**config.mk**
```make
export PLATFORM = sky130hd
export DESIGN_NAME = sram_burst_ctrl
export DESIGN_NICKNAME = d
export VERILOG_FILES = /design/src/rtl/sram_burst_pkg.sv /design/src/rtl/sram_cyc_decode.sv /design/src/rtl/sram_burst_addr.sv /design/src/rtl/sram_lane_array.sv /design/src/rtl/sram_burst_ctrl.sv
export SDC_FILE = /design/constraint.sdc
export NUM_CORES = 2
export LEC_CHECK = 0
export ABC_CLOCK_PERIOD_IN_PS = 4150
export BUFFER_PORTS_ARGS = -buffer_cell sky130_fd_sc_hd__buf_2
export CAP_MARGIN = 20
export CORE_UTILIZATION = 50
export CTS_BUF_LIST = sky130_fd_sc_hd__clkbuf_2
export CTS_CLUSTER_DIAMETER = 150
export DETAILED_ROUTE_END_ITERATION = 10
export PLACE_DENSITY = 0.65
export SLEW_MARGIN = 20
export SYNTH_ARGS = -nofsm -noshare
export SYNTH_HDL_FRONTEND = slang
export SYNTH_SLANG_ARGS = --single-unit
```
**constraint.sdc**
```tcl
create_clock -name clk -period 4.15 [get_ports clk]
set_input_delay 0 -clock clk [delete_from_list [all_inputs] [get_ports clk]]
set_output_delay 0 -clock clk [all_outputs]
set_load 0.005 [all_outputs]
```
**src/rtl/sram_burst_pkg.sv**
```systemverilog
`timescale 1ns/1ps
package sram_burst_pkg;
  typedef enum logic [2:0] {
    CYC_IDLE,
    CYC_DESEL,
    CYC_RD_START,
    CYC_WR_START,
    CYC_RD_CONT,
    CYC_WR_CONT
  } cyc_kind_e;
endpackage

```
**src/rtl/sram_cyc_decode.sv**
```systemverilog
`timescale 1ns/1ps
module sram_cyc_decode
  import sram_burst_pkg::*;
#(
  parameter int LANES = 4
) (
  input  logic             en_a_n,
  input  logic             en_b,
  input  logic             en_c_n,
  input  logic             cpu_strb_n,
  input  logic             ctl_strb_n,
  input  logic             adv_n,
  input  logic             burst_open,
  input  logic             gw_n,
  input  logic             lane_gate_n,
  input  logic [LANES-1:0] lane_wr_n,
  output cyc_kind_e        kind,
  output logic [LANES-1:0] lane_we,
  output logic             load,
  output logic             step,
  output logic             rd_go,
  output logic             wr_go,
  output logic             start,
  output logic             sel_ok
);
  logic [LANES-1:0] req_mask;
  logic             wr_req;

  // per-lane request: global write covers every lane
  for (genvar l = 0; l < LANES; l++) begin : g_lane_req
    assign req_mask[l] = !gw_n || (!lane_gate_n && !lane_wr_n[l]);
  end
  assign wr_req = |req_mask;

  always_comb begin
    sel_ok = !en_a_n && en_b && !en_c_n;
    start  = !cpu_strb_n || !ctl_strb_n;
    kind   = CYC_IDLE;
    if (start) begin
      if (!sel_ok)          kind = CYC_DESEL;
      else if (!cpu_strb_n) kind = CYC_RD_START;
      else if (wr_req)      kind = CYC_WR_START;
      else                  kind = CYC_RD_START;
    end else if (burst_open) begin
      kind = wr_req ? CYC_WR_CONT : CYC_RD_CONT;
    end
  end

  always_comb begin
    load    = (kind == CYC_RD_START) || (kind == CYC_WR_START);
    step    = ((kind == CYC_RD_CONT) || (kind == CYC_WR_CONT)) && !adv_n;
    rd_go   = (kind == CYC_RD_START) || (kind == CYC_RD_CONT);
    wr_go   = (kind == CYC_WR_START) || (kind == CYC_WR_CONT);
    lane_we = wr_go ? req_mask : '0;
  end
endmodule

```
**src/rtl/sram_burst_addr.sv**
```systemverilog
`timescale 1ns/1ps
module sram_burst_addr #(
  parameter int ADDR_W  = 6,
  parameter int BURST_W = 2
) (
  input  logic              clk,
  input  logic              rst_n,
  input  logic              load,
  input  logic              step,
  input  logic              linear,
  input  logic [ADDR_W-1:0] addr_in,
  output logic [ADDR_W-1:0] cur_addr
);
  logic [ADDR_W-1:0]  base_q;
  logic [BURST_W-1:0] cnt_q;
  logic [BURST_W-1:0] cnt_use;
  logic [BURST_W-1:0] low;
  logic [ADDR_W-1:0]  seq_addr;

  assign cnt_use = step ? cnt_q + 1'b1 : cnt_q;
  assign low     = linear ? (base_q[BURST_W-1:0] + cnt_use)
                          : (base_q[BURST_W-1:0] ^ cnt_use);

  if (ADDR_W > BURST_W) begin : g_upper
    assign seq_addr = {base_q[ADDR_W-1:BURST_W], low};
  end else begin : g_flat
    assign seq_addr = ADDR_W'(low);
  end

  assign cur_addr = load ? addr_in : seq_addr;

  always_ff @(posedge clk or negedge rst_n) begin
    if (!rst_n) begin
      base_q <= '0;
      cnt_q  <= '0;
    end else if (load) begin
      base_q <= addr_in;
      cnt_q  <= '0;
    end else if (step) begin
      cnt_q  <= cnt_use;
    end
  end

  // each advance moves the slot counter by one, wrapping
  step_wrap_chk: assert property (@(posedge clk) disable iff (!rst_n)
    (step && !load) |=> (cnt_q == $past(cnt_q) + 1'b1));

  // a clock without advance or load keeps the burst base and slot
  hold_chk: assert property (@(posedge clk) disable iff (!rst_n)
    (!step && !load) |=> ($stable(cnt_q) && $stable(base_q)));
endmodule

```
**src/rtl/sram_lane_array.sv**
```systemverilog
`timescale 1ns/1ps
module sram_lane_array #(
  parameter int LANES  = 4,
  parameter int LANE_W = 9,
  parameter int ADDR_W = 6
) (
  input  logic                    clk,
  input  logic [LANES-1:0]        lane_we,
  input  logic [ADDR_W-1:0]       waddr,
  input  logic [LANES*LANE_W-1:0] wdata,
  input  logic [ADDR_W-1:0]       raddr,
  output logic [LANES*LANE_W-1:0] rword
);
  localparam int DEPTH = 1 << ADDR_W;

  for (genvar l = 0; l < LANES; l++) begin : g_lane
    logic [LANE_W-1:0] mem [DEPTH];
    always_ff @(posedge clk) begin
      if (lane_we[l]) mem[waddr] <= wdata[l*LANE_W +: LANE_W];
    end
    assign rword[l*LANE_W +: LANE_W] = mem[raddr];
  end
endmodule

```
**src/rtl/sram_burst_ctrl.sv**
```systemverilog
`timescale 1ns/1ps
module sram_burst_ctrl
  import sram_burst_pkg::*;
#(
  parameter int LANES   = 4,
  parameter int LANE_W  = 9,
  parameter int ADDR_W  = 6,
  parameter int BURST_W = 2,
  localparam int WORD_W = LANES * LANE_W
) (
  input  logic              clk,
  input  logic              rst_n,
  input  logic              en_a_n,
  input  logic              en_b,
  input  logic              en_c_n,
  input  logic              cpu_strb_n,
  input  logic              ctl_strb_n,
  input  logic              adv_n,
  input  logic              burst_lin,
  input  logic [ADDR_W-1:0] addr,
  input  logic              gw_n,
  input  logic              lane_gate_n,
  input  logic [LANES-1:0]  lane_wr_n,
  input  logic              out_en_n,
  input  logic [WORD_W-1:0] wdata,
  output logic [WORD_W-1:0] rdata,
  output logic              dq_oe
);
  cyc_kind_e         kind;
  logic [LANES-1:0]  lane_we;
  logic              load, step, rd_go, wr_go, start, sel_ok;
  logic              burst_open_q;
  logic [ADDR_W-1:0] cur_addr;
  logic              rd_pend_q;
  logic [ADDR_W-1:0] rd_addr_q;
  logic              rd_valid_q;
  logic [WORD_W-1:0] rdata_q;
  logic [WORD_W-1:0] rword;

  sram_cyc_decode #(.LANES(LANES)) u_decode (
    .en_a_n      (en_a_n),
    .en_b        (en_b),
    .en_c_n      (en_c_n),
    .cpu_strb_n  (cpu_strb_n),
    .ctl_strb_n  (ctl_strb_n),
    .adv_n       (adv_n),
    .burst_open  (burst_open_q),
    .gw_n        (gw_n),
    .lane_gate_n (lane_gate_n),
    .lane_wr_n   (lane_wr_n),
    .kind        (kind),
    .lane_we     (lane_we),
    .load        (load),
    .step        (step),
    .rd_go       (rd_go),
    .wr_go       (wr_go),
    .start       (start),
    .sel_ok      (sel_ok)
  );

  sram_burst_addr #(.ADDR_W(ADDR_W), .BURST_W(BURST_W)) u_addr (
    .clk      (clk),
    .rst_n    (rst_n),
    .load     (load),
    .step     (step),
    .linear   (burst_lin),
    .addr_in  (addr),
    .cur_addr (cur_addr)
  );

  sram_lane_array #(.LANES(LANES), .LANE_W(LANE_W), .ADDR_W(ADDR_W)) u_array (
    .clk     (clk),
    .lane_we (lane_we),
    .waddr   (cur_addr),
    .wdata   (wdata),
    .raddr   (rd_addr_q),
    .rword   (rword)
  );

  // burst ownership: opened by a selected start, closed by a deselect
  always_ff @(posedge clk or negedge rst_n) begin
    if (!rst_n)                  burst_open_q <= 1'b0;
    else if (kind == CYC_DESEL)  burst_open_q <= 1'b0;
    else if (load)               burst_open_q <= 1'b1;
  end

  // two-stage read pipe: address register, then data register
  always_ff @(posedge clk or negedge rst_n) begin
    if (!rst_n) begin
      rd_pend_q  <= 1'b0;
      rd_addr_q  <= '0;
      rd_valid_q <= 1'b0;
      rdata_q    <= '0;
    end else begin
      rd_pend_q  <= rd_go;
      if (rd_go) rd_addr_q <= cur_addr;
      rd_valid_q <= rd_pend_q;
      if (rd_pend_q) rdata_q <= rword;
    end
  end

  assign rdata = rdata_q;
  assign dq_oe = rd_valid_q && !out_en_n && !wr_go;


  cpu_no_write_chk: assert property (@(posedge clk) disable iff (!rst_n)
    !cpu_strb_n |-> (lane_we == '0));

  global_all_lanes_chk: assert property (@(posedge clk) disable iff (!rst_n)
    (!gw_n && wr_go) |-> (&lane_we));

  write_float_chk: assert property (@(posedge clk) disable iff (!rst_n)
    (lane_we != '0) |-> !dq_oe);

  oe_gate_chk: assert property (@(posedge clk) disable iff (!rst_n)
    out_en_n |-> !dq_oe);

  desel_no_read_chk: assert property (@(posedge clk) disable iff (!rst_n)
    (start && !sel_ok) |=> (!rd_pend_q && !burst_open_q));

  read_pipe_chk: assert property (@(posedge clk) disable iff (!rst_n)
    rd_pend_q |=> rd_valid_q);
endmodule

```
Word-level counts from Yosys, hierarchy flattened
Memory sizes are Yosys's and may differ from the RTL's. A register that Yosys moved wholly into a read port is not among the register bits.
Index checks and enable logic that the tools add are counted.
{"block": "word_totals", "mem_count": 4, "out_inout_bits": 37, "latch_bits": 0, "elab_cells": 78, "input_bits": 58, "rom_bits": 0, "regBits": 17, "mem_bits_rw": 2304}
{"block": "classes", "multipliers": 0, "n_reduce_logical": 38, "shifts": 0, "div_mod_pow": 0, "bitwise_logic": 1, "add_sub_neg": 2, "muxes": 22, "order_cmp": 0, "eq_ne": 5}
{"name": "u_array.g_lane[0].mem", "words": 64, "word_bits": 9, "read_ports": 1, "rd_clocked_by_memory_dff": 1, "wr": 1, "line_no": "sram_lane_array.sv:17", "rtl": "logic [LANE_W-1:0] mem [DEPTH];"}
{"name": "u_array.g_lane[1].mem", "words": 64, "word_bits": 9, "read_ports": 1, "rd_clocked_by_memory_dff": 1, "wr": 1, "line_no": "sram_lane_array.sv:17"}
{"name": "u_array.g_lane[2].mem", "words": 64, "word_bits": 9, "read_ports": 1, "rd_clocked_by_memory_dff": 1, "wr": 1, "line_no": "sram_lane_array.sv:17"}
{"name": "u_array.g_lane[3].mem", "words": 64, "word_bits": 9, "read_ports": 1, "rd_clocked_by_memory_dff": 1, "wr": 1, "line_no": "sram_lane_array.sv:17"}
{"op": "zero test 1 bit", "n": 17}
{"op": "2-to-1 mux 1 bit", "n": 12}
{"op": "2-to-1 mux 3 bit", "n": 4}
{"op": "logical AND 1 bit", "n": 9}
{"op": "logical OR 1 bit", "n": 9}
{"op": "2-to-1 mux 2 bit", "n": 4}
{"op": "== test 3 x 2 -> 1 bit, second input constant", "n": 2}
{"op": "== test 3 bit, second input constant", "n": 2}
{"op": "2-to-1 mux 6 bit", "n": 1}
{"op": "2-to-1 mux 4 bit", "n": 1}
{"op": "nonzero test 2 bit", "n": 2}
{"op": "OR reduction 4 bit", "n": 1}
{"op": "== test 3 x 1 -> 1 bit, second input constant", "n": 1}
{"op": "adder 2 x 1 -> 2 bit, second input constant", "n": 1}
{"op": "adder 2 bit", "n": 1}
{"op": "XOR 2 bit", "n": 1}

Logic depth before layout (Yosys ltp)
{"block": "logic_depth", "depth_word": 15, "depth_mapped": 11, "ltp_nobuf": 10}

Cells and area by module
Synthesis repeated with hierarchy kept, for this count alone.
{"block": "hier_totals", "hier_cells": 4186, "hier_area_um2": 91579.1}
{"mod": "sram_lane_array", "area_each_um2": 89213.1, "instances": 1, "seq_area_each_um2": 69186.4, "cells_per_inst": 4027}
{"mod": "sram_burst_ctrl", "area_each_um2": 1809.2, "instances": 1, "seq_area_each_um2": 1126.1, "cells_per_inst": 95}
{"mod": "sram_burst_addr", "area_each_um2": 385.4, "instances": 1, "seq_area_each_um2": 200.2, "cells_per_inst": 32}
{"mod": "sram_cyc_decode", "area_each_um2": 171.4, "instances": 1, "seq_area_each_um2": 0.0, "cells_per_inst": 32}

Worst setup path after synthesis
Ideal clock, no wire load.
{"block": "synth_timing", "kind": "reg2reg", "startpoint": "register burst_open_q", "endpoint": "memory u_array.g_lane[0].mem[12][0], enable pin", "required_time_ns": 3.776, "path_slack_ns": 1.506, "setup_ns": 0.374, "path_stages_with_launch": 12, "synth_period_minus_slack_ns": 2.644, "arrival_time_ns": 2.270, "path_buffers": 1, "cell_sequence": "dfrtp_1 nand3_1 nor2_1 xor2_1 ha_1 nand2_1 xor2_1 xnor3_1 mux2i_2 nand2_1 buf_2 nor2_1"}
{"block": "synth_via", "elab_chain_cells": 9, "elab_cells_between_ends": 18, "classes_between": "add/sub: 1; eq/ne: 4; mux: 8; bitwise: 1; reduce/logical: 4"}
{"item": "from (decl)", "line_no": "sram_burst_ctrl.sv:32", "rtl": "logic burst_open_q;"}
{"item": "from (signal assigned)", "line_no": "sram_burst_ctrl.sv:82", "rtl": "if (!rst_n) burst_open_q <= 1'b0;"}
{"item": "from (signal assigned)", "line_no": "sram_burst_ctrl.sv:83", "rtl": "else if (kind == CYC_DESEL) burst_open_q <= 1'b0;"}
{"item": "from (signal assigned)", "line_no": "sram_burst_ctrl.sv:84", "rtl": "else if (load) burst_open_q <= 1'b1;"}
{"item": "2-to-1 mux 3 bit *", "line_no": "sram_cyc_decode.sv:44", "rtl": "end else if (burst_open) begin"}
{"item": "2-to-1 mux 3 bit *", "line_no": "sram_cyc_decode.sv:39", "rtl": "if (start) begin"}
{"item": "== test 3 bit (on tied branches)", "line_no": "sram_cyc_decode.sv:51, sram_cyc_decode.sv:53"}
{"item": "logical OR 1 bit", "line_no": "sram_cyc_decode.sv:51", "rtl": "step = ((kind == CYC_RD_CONT) || (kind == CYC_WR_CONT)) && !adv_n;"}
{"item": "logical AND 1 bit", "line_no": "sram_cyc_decode.sv:51"}
{"item": "2-to-1 mux 2 bit", "line_no": "sram_burst_addr.sv:20", "rtl": "assign cnt_use = step ? cnt_q + 1'b1 : cnt_q;"}
{"item": "adder 2 bit / XOR 2 bit (equally long branches)", "line_no": "sram_burst_addr.sv:21, sram_burst_addr.sv:22"}
{"item": "2-to-1 mux 2 bit", "line_no": "sram_burst_addr.sv:21", "rtl": "assign low = linear ? (base_q[BURST_W-1:0] + cnt_use)"}
{"item": "2-to-1 mux 6 bit", "line_no": "sram_burst_addr.sv:30", "rtl": "assign cur_addr = load ? addr_in : seq_addr;"}
{"item": "to (decl)", "line_no": "sram_lane_array.sv:17"}
Mark *: on every way between the ends. The rest lies on a longest branch, timed or not.

Worst setup path in the final report
{"block": "layout_timing", "startpoint": "input en_c_n", "endpoint": "register rd_addr_q[5]"}
{"block": "layout_via", "elab_cells_between_ends": 10, "classes_between": "eq/ne: 3; mux: 3; reduce/logical: 4"}
{"item": "from (decl)", "line_no": "sram_burst_ctrl.sv:15", "rtl": "input logic en_c_n,"}
{"item": "zero test 1 bit *", "line_no": "sram_cyc_decode.sv:36", "rtl": "sel_ok = !en_a_n && en_b && !en_c_n;"}
{"item": "logical AND 1 bit *", "line_no": "sram_cyc_decode.sv:36"}
{"item": "2-to-1 mux 3 bit *", "line_no": "sram_cyc_decode.sv:40", "rtl": "if (!sel_ok) kind = CYC_DESEL;"}
{"item": "2-to-1 mux 3 bit *", "line_no": "sram_cyc_decode.sv:39"}
{"item": "== test 3 x 2 -> 1 bit / == test 3 bit (equally long branches)", "line_no": "sram_cyc_decode.sv:52", "rtl": "rd_go = (kind == CYC_RD_START) || (kind == CYC_RD_CONT);"}
{"item": "logical OR 1 bit *", "line_no": "sram_cyc_decode.sv:52"}
{"item": "via rd_go", "line_no": "sram_burst_ctrl.sv:31", "rtl": "logic load, step, rd_go, wr_go, start, sel_ok;"}
{"item": "to (signal assigned)", "line_no": "sram_burst_ctrl.sv:96", "rtl": "if (rd_go) rd_addr_q <= cur_addr;"}
{"item": "to (decl)", "line_no": "sram_burst_ctrl.sv:35", "rtl": "logic [ADDR_W-1:0] rd_addr_q;"}
Mark *: on every way through the listed nets, which the timed path passes. The rest lies on a longest branch.
A chain may end at the register's enable or synchronous reset.

==> results by stage <==
Critical path:
- The worst path buffer plus inverter count is 9.
- The capture point of the worst reg-to-reg path is u_array.g_lane[2].mem[8][7].
- The slowest stage of the critical path belongs to the cell sky130_fd_sc_hd__dlygate4sd3_1.
- Counting stages on the worst path, the most repeated cell is sky130_fd_sc_hd__dlygate4sd3_1.
- The critical path endpoint category is a flip-flop.
- For the worst flop-to-flop path, the logic depth is 8.
- The termination of the worst setup path is rd_addr_q[5].
- The startpoint of the worst register-to-register path is burst_open_q.
- Walking the worst path, the cells encountered are dlygate4sd3_1 > buf_2 > dlygate4sd3_1 > or3b_1 > a21oi_2 > dlygate4sd3_1 > buf_4 > a31oi_1 > dlygate4sd3_1 > o22ai_2 > dlygate4sd3_1 > dlygate4sd3_1 > mux2_2 > dlygate4sd3_1.
- The required arrival time at the worst endpoint is 5.88 ns.
- In this run the number of cells on the critical path is 14.
- In this run the worst path has a maximum fanout of 12.
- Tracing the worst setup path back leads to its startpoint at en_c_n.
- The category of cells accounting for the largest share of critical-path delay is buffers and inverters.
- The worst register-to-register path has a setup slack of 0.26 ns.
- On the worst path, the slowest cell contributes a delay of 0.80 ns.
- The arrival time reported for the critical path endpoint is 5.81 ns.
- The critical path is of the in -> reg type.
- The worst setup path is launched from a primary input.

Synth:
- By area the synthesized netlist is led by sky130_fd_sc_hd__edfxtp_1 (76%), sky130_fd_sc_hd__mux4_2 (9.8%), sky130_fd_sc_hd__mux2i_1 (3.2%).
- The number of enable-type register cells in the synthesized netlist is 2304.
- The net count after synthesis is 4667.
- Each instance of the synthesized netlist takes up on average 19.7 um2.
- After synthesis the netlist holds a flip-flop and latch count of 2357.
- The area share of the largest cell type after synthesis is 76.1%.
- For this run, the number of Yosys warnings is 0.
- The async set-or-reset flop fraction in the synthesized netlist is 2.25%.
- The post-synthesis cell count is 4608.
- The commonest cells after synthesis are sky130_fd_sc_hd__edfxtp_1 (2304), sky130_fd_sc_hd__mux4_2 (396), sky130_fd_sc_hd__nor2_1 (374), sky130_fd_sc_hd__mux2i_1 (289), sky130_fd_sc_hd__nand2_1 (159).
- The dominant synthesized flop cell is sky130_fd_sc_hd__edfxtp_1.
- The netlist area before placement is 90900 um2.
- The sequential element share of the synthesized area is 77.6%.
- The most common cell in the synthesized netlist is sky130_fd_sc_hd__edfxtp_1.
- The synthesized design spends more area on one cell type than any other, namely sky130_fd_sc_hd__edfxtp_1.
- Synthesis instantiated 50 different standard cells from the library.

Timing:
- The worst setup skew after layout is 0.124 ns.
- The hold violation count in the final report is 0.
- The post-route setup TNS is 0 ns.
- Measured against its own limit, the worst slew margin works out to 16.3%.
- At the pin with the least slew margin, the transition time is 1.26 ns.
- Timing would allow up to 245 MHz.
- Across all hold checks on the routed design, the worst slack comes to 0.178 ns.
- Setup violations remaining at the end of the flow were counted as 0.
- The worst path in the final design needs a cycle of 4.08 ns, including I/O delays and setup.
- The max-slew violation count is 0.
- Dividing the final minimum period by the clock period gives 98.3%.
- Setup repair after global routing left no endpoint under its margin.

Power:
- The cell leakage power is 35.1 nW.
- The post-layout total power is 53.3 mW.
- For this design the ratio of total power to cell area is 516 nW/um2.
- The peak supply drop is 446 uV.

Placed design:
- Summed over all nets, the half-perimeter wirelength after detailed placement is 141000 um.
- Including well taps, the total number of placed cells is 7051.
- The final weighted congestion in routability-driven placement is 0.845.
- The number of buffers inserted by port buffering is 94.

Detailed routing:
- The aggregate routed wire length is 236000 um.
- The number of design-rule violations left by the first detailed-router iteration is 5493.
- The pre-antenna-repair detailed-routing pass consisted of 5 iterations.
- Using the TritonRoute via totals, the vias-per-cell ratio works out to 5.95.
- After detailed routing, the number of remaining DRC violations is 0.
- Across all layers, the routed design uses 49300 vias.
- In the final routed layout, each cell accounts on average for 28.5 um.
- In this run the remaining antenna-violating nets after routing total 0.

Floorplan:
- The number of top-level design ports is 95.
- The die boundary width is 428 um.
- The region available for standard cell placement spans 181000 um2.
- The area of the die is 183000 um2.
- The die height is 428 um.
- The number of standard-cell rows in the floorplan is 156.
- For this configuration, the core starts out at a cell density of 50.3%.

CTS:
- The clock network latency to the later pin of the worst-skew pair is 1.86 ns.
- The H-tree was split into 6 levels.
- The master cell of the clock root buffer is sky130_fd_sc_hd__clkbuf_2.
- After clock tree synthesis, the clock-pin slew on the worst setup and hold paths is 0.11 ns.
- The number of buffers inserted by post-CTS setup repair is 0.
- The clock sink count is 2357.
- No sink is reached through more buffers than the 4 on the longest clock path.
- TritonCTS built the clock tree.
- The clock buffer count from CTS is 597.

Flow run:
- The number of maximum-capacitance constraint violations is 0.

Global route:
- The global-route congestion overflow total is 0.
- The number of antenna violations at the first check in global routing is 14.
- The first global-routing pass estimated 341000 um of wire.
- The overall routing resource usage is 25.7%.
- The number of global-route vias before repair is 50200.
- Entering global routing, the biggest net connects 109 pins.

Final layout:
- Cells fill 57.2% of the core in the end.
- The post-route netlist has 29.0% of its cells at a drive strength greater than 1.
- The final net count is 5560.
- The layout has 13600 filler cells.
- The final cell count without fillers is 8287.
- The signed area change from the synthesized netlist to the final layout is 13.6%.

Outcome:
- The flow ran to the end, and the final reports show no timing, DRC or antenna violations.

Min path:
- The worst min-delay path class is in -> reg.
- Counting instances, the worst hold path has a depth of 3.
## flip-flops by register name (all words and copies together), names as in the netlist
name / flops
rd_pend_q: 1
rd_valid_q: 1
rd_addr_q: 6
u_addr.base_q: 6
u_array.g_lane.mem: 2304
burst_open_q: 1
u_addr.cnt_q: 2
rdata: 36
## tightest hold or removal path, cell delays in order
cell and delay [ns]:
sky130_fd_sc_hd__dlygate4sd3_1 0.58, sky130_fd_sc_hd__buf_2 0.16, sky130_fd_sc_hd__dlygate4sd3_1 0.93
## through the flow
| step | setup slack (ns) | area [um2] |
|---|---|---|
| after global routing | 0.0636 | 103000 |
| after detailed placement | 0.463 | 95500 |
| after global placement | 0.561 | 95500 |
| after floorplan | 1.51 | 90900 |
| final | 0.0696 | 103000 |
| after CTS | 0.285 | 103000 |
## placed cells by master (no fill, tap or decap), types with 35 or more instances in the layout
cell type                          n
sky130_fd_sc_hd__edfxtp_1       2304
sky130_fd_sc_hd__clkbuf_2        823
sky130_fd_sc_hd__mux4_2          396
sky130_fd_sc_hd__nor2_1          371
sky130_fd_sc_hd__mux2i_1         289
sky130_fd_sc_hd__buf_4           226
sky130_fd_sc_hd__dlygate4sd3_1   189
sky130_fd_sc_hd__nand2_1         154
sky130_fd_sc_hd__a22oi_1         144
sky130_fd_sc_hd__clkinv_1        135
sky130_fd_sc_hd__nor2b_1         108
sky130_fd_sc_hd__buf_2            88
sky130_fd_sc_hd__a21oi_1          76
sky130_fd_sc_hd__nor4_1           73
sky130_fd_sc_hd__o22ai_1          72
sky130_fd_sc_hd__a211oi_1         72
sky130_fd_sc_hd__dfrtp_1          49
sky130_fd_sc_hd__buf_12           46
sky130_fd_sc_hd__mux2_2           41
sky130_fd_sc_hd__nand3_1          38
sky130_fd_sc_hd__o32ai_1          36
sky130_fd_sc_hd__o22a_1           35
## area by class of cell
type	count	area (um2)	share of cell area (%)
sequential	2357	70500	68.3
multi-input combinational	1979	19300	18.7
timing repair buffer	561	5280	5.12
clock buffer	823	4120	3.99
tap	2370	2970	2.87
clock inverter	182	975	0.944
antenna	10	25.0	0.0242
inverter	5	18.8	0.0182
## worst min path at each step
stage / start / slack (ns) / end
after floorplan: rst_n / -0.30 / burst_open_q
after global placement: rst_n / 0.18 / rdata[15]
after detailed placement: rst_n / 0.19 / rdata[16]
after CTS: wdata[10] / 0.01 / u_array.g_lane[1].mem[37][1]
after global routing: wdata[2] / 0.06 / u_array.g_lane[0].mem[25][2]
final: wdata[2] / 0.18 / u_array.g_lane[0].mem[8][2]
## cell families after synthesis
| kind of cell | after synthesis | share of synthesized area, % |
|---|---|---|
| buffers and inverters | 272 | 1.29 |
| flip-flops | 2357 | 77.6 |
| adder cells (fa/ha/maj) | 1 | 0.0138 |
| multiplexers | 728 | 13.5 |
| XOR/XNOR | 4 | 0.0537 |
| AO/OA/AOI/OAI | 458 | 3.56 |
| AND/OR/NAND/NOR | 788 | 3.94 |
## power breakdown
part	internal (mW)	switching, mW	total, mW	leakage, nW
logic	4.80	6.91	11.7	9.81
clock network	5.95	9.10	15.1	3.92
registers	26.2	0.298	26.5	21.4
total	37.0	16.3	53.3	35.1
## repair_timing
item                                     CTS  global route
endpoints found under the setup margin     0             6
hold endpoints to repair                4677             0
hold buffers                             221             0
gates resized for setup                    0             1
## metal layers
metal,up-vias,part of all wire (%),routed length [um],global-route usage (%)
li1,21000,-,-,-
met1,25300,40,93900,35.2
met2,2585,49,115000,41.0
met3,363,8.3,19600,5.33
met4,0,3.2,7570,9.83
met5,-,0,0,0
Power figures use the tool's default switching activity.
